## config.mk

```make
export PLATFORM = sky130hd
export DESIGN_NAME = pbt_transceiver
export DESIGN_NICKNAME = d
export VERILOG_FILES = /design/src/rtl/pbt_pkg.sv /design/src/rtl/pbt_xor_tree.sv /design/src/rtl/pbt_route.sv /design/src/rtl/pbt_parity_unit.sv /design/src/rtl/pbt_transceiver.sv
export SDC_FILE = /design/constraint.sdc
export NUM_CORES = 1
export LEC_CHECK = 0
export BUFFER_PORTS_ARGS = -buffer_cell sky130_fd_sc_hd__buf_2
export CORE_AREA = 2 2 39 41
export DETAILED_ROUTE_END_ITERATION = 6
export DIE_AREA = 0 0 41 43
export GPL_ROUTABILITY_DRIVEN = 0
export PLACE_DENSITY_LB_ADDON = 0.12
export SYNTH_ARGS = -nofsm -noshare
export SYNTH_HDL_FRONTEND = slang
export SYNTH_SLANG_ARGS = --single-unit
```

## constraint.sdc

```tcl
create_clock -name vclk -period 1.3
set_clock_uncertainty 0.1 [all_clocks]
set_input_delay 0.065 -clock vclk [all_inputs]
set_output_delay 0.065 -clock vclk [all_outputs]
set_load 0.01 [all_outputs]
```

## src/rtl/pbt_pkg.sv

```systemverilog
package pbt_pkg;
  typedef enum logic {
    PBT_RECEIVE  = 1'b0,
    PBT_TRANSMIT = 1'b1
  } pbt_dir_e;

  typedef struct packed {
    logic side_a;
    logic side_b;
    logic parity;
  } pbt_drive_t;
endpackage

```

## src/rtl/pbt_xor_tree.sv

```systemverilog
module pbt_xor_tree #(
  parameter int N = 8
) (
  input  logic [N-1:0] bits_i,
  output logic         odd_o
);
  localparam int LEVELS = (N > 1) ? $clog2(N) : 0;
  localparam int PAD    = 1 << LEVELS;
  localparam int NODES  = 2 * PAD - 1;

  logic [NODES-1:0] node;

  always_comb begin
    node = '0;
    for (int i = 0; i < N; i++) begin
      node[PAD-1+i] = bits_i[i];
    end
    for (int k = PAD - 2; k >= 0; k--) begin
      node[k] = node[2*k+1] ^ node[2*k+2];
    end
  end

  assign odd_o = node[0];
endmodule

```

## src/rtl/pbt_route.sv

```systemverilog
module pbt_route
  import pbt_pkg::*;
#(
  parameter int WIDTH = 8
) (
  input  pbt_dir_e         dir_i,
  input  logic             en_i,
  input  logic [WIDTH-1:0] a_i,
  input  logic [WIDTH-1:0] b_i,
  output logic [WIDTH-1:0] a_o,
  output logic [WIDTH-1:0] b_o,
  output pbt_drive_t       drv_o
);
  always_comb begin
    drv_o        = '0;
    drv_o.side_b = en_i && (dir_i == PBT_TRANSMIT);
    drv_o.parity = en_i && (dir_i == PBT_TRANSMIT);
    drv_o.side_a = en_i && (dir_i == PBT_RECEIVE);
  end

  assign b_o = drv_o.side_b ? a_i : '0;
  assign a_o = drv_o.side_a ? b_i : '0;
endmodule

```

## src/rtl/pbt_parity_unit.sv

```systemverilog
module pbt_parity_unit
  import pbt_pkg::*;
#(
  parameter int WIDTH = 8
) (
  input  pbt_dir_e         dir_i,
  input  logic             drive_par_i,
  input  logic             odd_sel_i,
  input  logic [WIDTH-1:0] a_i,
  input  logic [WIDTH-1:0] b_i,
  input  logic             par_i,
  output logic             par_o,
  output logic             err_n_o
);
  localparam int CHK_W = WIDTH + 1;

  logic gen_odd;
  logic chk_odd;

  pbt_xor_tree #(.N(WIDTH)) u_gen_tree (
    .bits_i(a_i),
    .odd_o (gen_odd)
  );

  pbt_xor_tree #(.N(CHK_W)) u_chk_tree (
    .bits_i({b_i, par_i}),
    .odd_o (chk_odd)
  );

  // even sense: parity bit makes the total even; odd sense inverts it
  assign par_o = drive_par_i ? (gen_odd ^ odd_sel_i) : 1'b0;

  // mismatch when the nine-bit total disagrees with the chosen sense
  assign err_n_o = (dir_i == PBT_TRANSMIT) ? 1'b1 : ~(chk_odd ^ odd_sel_i);
endmodule

```

## src/rtl/pbt_transceiver.sv

```systemverilog
module pbt_transceiver
  import pbt_pkg::*;
#(
  parameter int WIDTH = 8
) (
  input  logic             dir_tx,
  input  logic             oe_n,
  input  logic             odd_sel,
  input  logic [WIDTH-1:0] a_in,
  output logic [WIDTH-1:0] a_out,
  output logic             a_oe,
  input  logic [WIDTH-1:0] b_in,
  output logic [WIDTH-1:0] b_out,
  output logic             b_oe,
  input  logic             par_in,
  output logic             par_out,
  output logic             par_oe,
  output logic             err_n
);
  pbt_dir_e   dir;
  pbt_drive_t drv;

  assign dir = dir_tx ? PBT_TRANSMIT : PBT_RECEIVE;

  pbt_route #(.WIDTH(WIDTH)) u_route (
    .dir_i(dir),
    .en_i (~oe_n),
    .a_i  (a_in),
    .b_i  (b_in),
    .a_o  (a_out),
    .b_o  (b_out),
    .drv_o(drv)
  );

  pbt_parity_unit #(.WIDTH(WIDTH)) u_parity (
    .dir_i      (dir),
    .drive_par_i(drv.parity),
    .odd_sel_i  (odd_sel),
    .a_i        (a_in),
    .b_i        (b_in),
    .par_i      (par_in),
    .par_o      (par_out),
    .err_n_o    (err_n)
  );

  assign a_oe   = drv.side_a;
  assign b_oe   = drv.side_b;
  assign par_oe = drv.parity;
endmodule

```

Yosys cells after proc, flatten, opt, wreduce, memory -nomap -nowiden
Cells that the tools add are included.

operators by class
  multiplexer cells = 5
  reductions and logical operators = 2
  bitwise gates (word level) = 20

operators with widths
  cell               count
  bitwise XOR 1 bit  17
  two-way mux 8 bit  2
  two-way mux 1 bit  3
  inverter 1 bit     3
  logical AND 1 bit  2

word-level totals
  register bits after elaboration = 0
  output and inout port bits = 21
  word-level logic and storage cells = 27

Longest topological paths before layout
  depth after elaboration = 7
  gate-level depth with buffers = 4
  gate-level depth less buffers = 4

Hierarchy
From an unflattened synthesis, not the netlist that was laid out.

unflattened totals
  cell total of the unflattened synthesis = 40
  area total of the unflattened synthesis = 354.1 um^2

modules (own cells, without submodules)
  module                               cells each  area each (um^2)  times used
  pbt_route                            21          176.4             1
  pbt_xor_tree at u_parity.u_chk_tree  7           82.6              1
  pbt_xor_tree at u_parity.u_gen_tree  7           61.3              1
  pbt_parity_unit                      4           30.0              1
  pbt_transceiver                      1           3.8               1

Worst setup path before layout
Ideal clock, no wire load.

  path type = input to output
  start point = input a_in[2]
  end point = output par_out
  slack = 0.227 ns
  arrival time = 0.908 ns
  stages = 4
  path buffers = 0
  path through = xor2_1 xnor3_1 xnor2_1 and2_1

between the ends
  word-level cells in the longest chain between the ends = 5

RTL lines
  what                            line                   source
  from (decl)                     pbt_transceiver.sv:9   input logic [WIDTH-1:0] a_in,
  bitwise XOR 1 bit (3 in a row)  pbt_xor_tree.sv:19     node[k] = node[2*k+1] ^ node[2*k+2];
  bitwise XOR 1 bit               pbt_parity_unit.sv:31  assign par_o = drive_par_i ? (gen_odd ^ odd_sel_i) : 1'b0;
  two-way mux 1 bit               pbt_parity_unit.sv:31
  to (decl)                       pbt_transceiver.sv:16  output logic par_out,

Every way passes these cells.

Worst setup path after layout
  start point = input a_in[1]
  end point = output par_out

Same word-level chain as after synthesis.

==> out/qor.yml <==
outcome:
  status: "finished, final reports clean"
grt:
  overflow: 0
  grt_max_degree: 12
  grt_pass1_wl_um: 972
  grt_pass1_vias: 264
  grt_use_total_pct: 7.22
  antenna_found_initial: 0
drt:
  vias: 359
  drt_iter0_drc: 0
  drtPass1Iterations: 1
  via_per_inst: 3.90
  routedWlPerCell_um: 7.32
  remaining_drc_errors: 0
  routed_wl_um: 673
  postRouteAntennaNets: 0
finish:
  nClkBuffers: 0
  finalNetCount: 98
  antennaDiodeCount: 0
  area_growth_pct: 79.6
  drive_gt1_share_pct: 56.6
  register_area_um2: 0
  stdcell_area_um2: 528
  design.seq.count: 0
  post-route-util_pct: 38.2
synthesis:
  syn-num-nets: 57
  syn_area_per_cell_um2: 7.95
  syn_inst: 37
  seq_area_frac_synth_pct: 0
  ys_warn_count: 0
  syn_area_um2: 294
  yosys.cell_types.count: 10
floorplanning:
  coreArea_um2: 1380
  die_h_um: 43
  initial_core_util_pct: 21.2
  io-pin-count: 41
  rows: 14
  die_area_um2: 1760
  die_width_um: 41
worst_hold_path:
  min_path_type: "input port to output port"
  holdPathStages: 3
power:
  power.density_nw_per_um2: 434
  p_total_uw: 229
  p_leak_uw: 0.000314
  vdd_drop_max_v: 0.000217
sta:
  fmax_ghz: 0.780
  holdWs_ns: 0.324
  period_share_pct: 98.7
  maxSlewViolCount: 0
  finalCriticalPeriod_ns: 1.28
  finalHoldViolCount: 0
  slew_headroom_pct: 66.3
  rsz0062_at_grt: "yes"
  worst_slew_pin_slew_ns: 0.505
  setup_viol: 0
setup_path:
  required_ns: 1.13
  cp-start-kind: "input port"
  crit_fanout: 2
  worstPathArrival_ns: 1.12
  critPathKind: "input port to output port"
  endpoint_kind: "output port"
place:
  port_buffers: 41
  postPlaceCellArea_um2: 508
clock_tree:
  post_cts_buffers: 0
  hold_buffers: 0
run:
  drv_cap: 0
## timing repair
| item | in CTS | in global routing |
|---|---|---|
| endpoints found under the setup margin | 2 | 2 |
| gates cloned | 0 | 0 |
| gates resized for setup | 2 | 2 |
| pin swaps | 5 | 2 |
## layer usage
metal / track usage (%) / vias up / share of wire (%)
li1: - / 190 / -
met2: 12.5 / 20 / 51
met5: 0 / - / 0
met1: 9.94 / 149 / 37
met3: 0.524 / 0 / 11
met4: 0 / 0 / 0
## cells in the final DEF, fill, tap and decap left out
cell	synthesis	routed
buf_6	0	2
xnor2_1	10	9
and2_1	16	16
nand2b_1	1	1
nor2b_1	1	1
xor2_1	3	3
xnor3_1	2	2
and2_2	1	1
xnor2_2	0	1
nor2_1	1	1
buf_2	0	39
## synthesized netlist by cell type
| cell type | count | area (µm²) |
|---|---|---|
| buf_4 | 1 | 7.51 |
| and2_2 | 1 | 7.51 |
| nand2b_1 | 1 | 6.26 |
| nor2b_1 | 1 | 6.26 |
| xnor3_1 | 2 | 45.0 |
| xnor2_1 | 10 | 87.6 |
| xor2_1 | 3 | 26.3 |
| and2_1 | 16 | 100 |
| nor2_1 | 1 | 3.75 |
| clkbuf_1 | 1 | 3.75 |
## path summary, 6_finish.rpt
kind / startpoint / endpoint / slack, ns
max: a_in[1] / par_out / 0.02
min: a_in[0] / b_out[0] / 0.32
## cell families after synthesis
logic type | after synthesis | synth area share, %
XOR/XNOR | 15 | 54.0
buffers and inverters | 2 | 3.83
AND/OR/NAND/NOR | 20 | 42.1
## where the power goes
group / switching (µW) / internal, µW
Combinational: 92.3 / 137
Clock: 0 / 0
Sequential: 0 / 0
Total: 92.3 / 137
## area by class of cell
| class | count | area [µm²] |
|---|---|---|
| fillers | 149 | 856 |
| multi-input cells | 35 | 290 |
| repair buffers | 41 | 218 |
| well taps | 16 | 20.0 |
## per-stage QoR
stage / setup TNS (ns) / worst slack [ns] / std cells
2_1_floorplan: 0 / 0.227 / 37
3_3_place_gp: -0.00803 / -0.00803 / 92
3_5_place_dp: -0.00690 / -0.00690 / 92
4_1_cts: 0 / 0.00111 / 92
5_1_grt: -0.124 / -0.0635 / 92
6_report: 0 / 0.0172 / 92
## critical path: stages
cell	delay (ns)
buf_6	0.10
xnor2_2	0.14
xnor3_1	0.41
xnor2_1	0.12
and2_1	0.15
buf_2	0.13
Power figures use the tool's default switching activity.
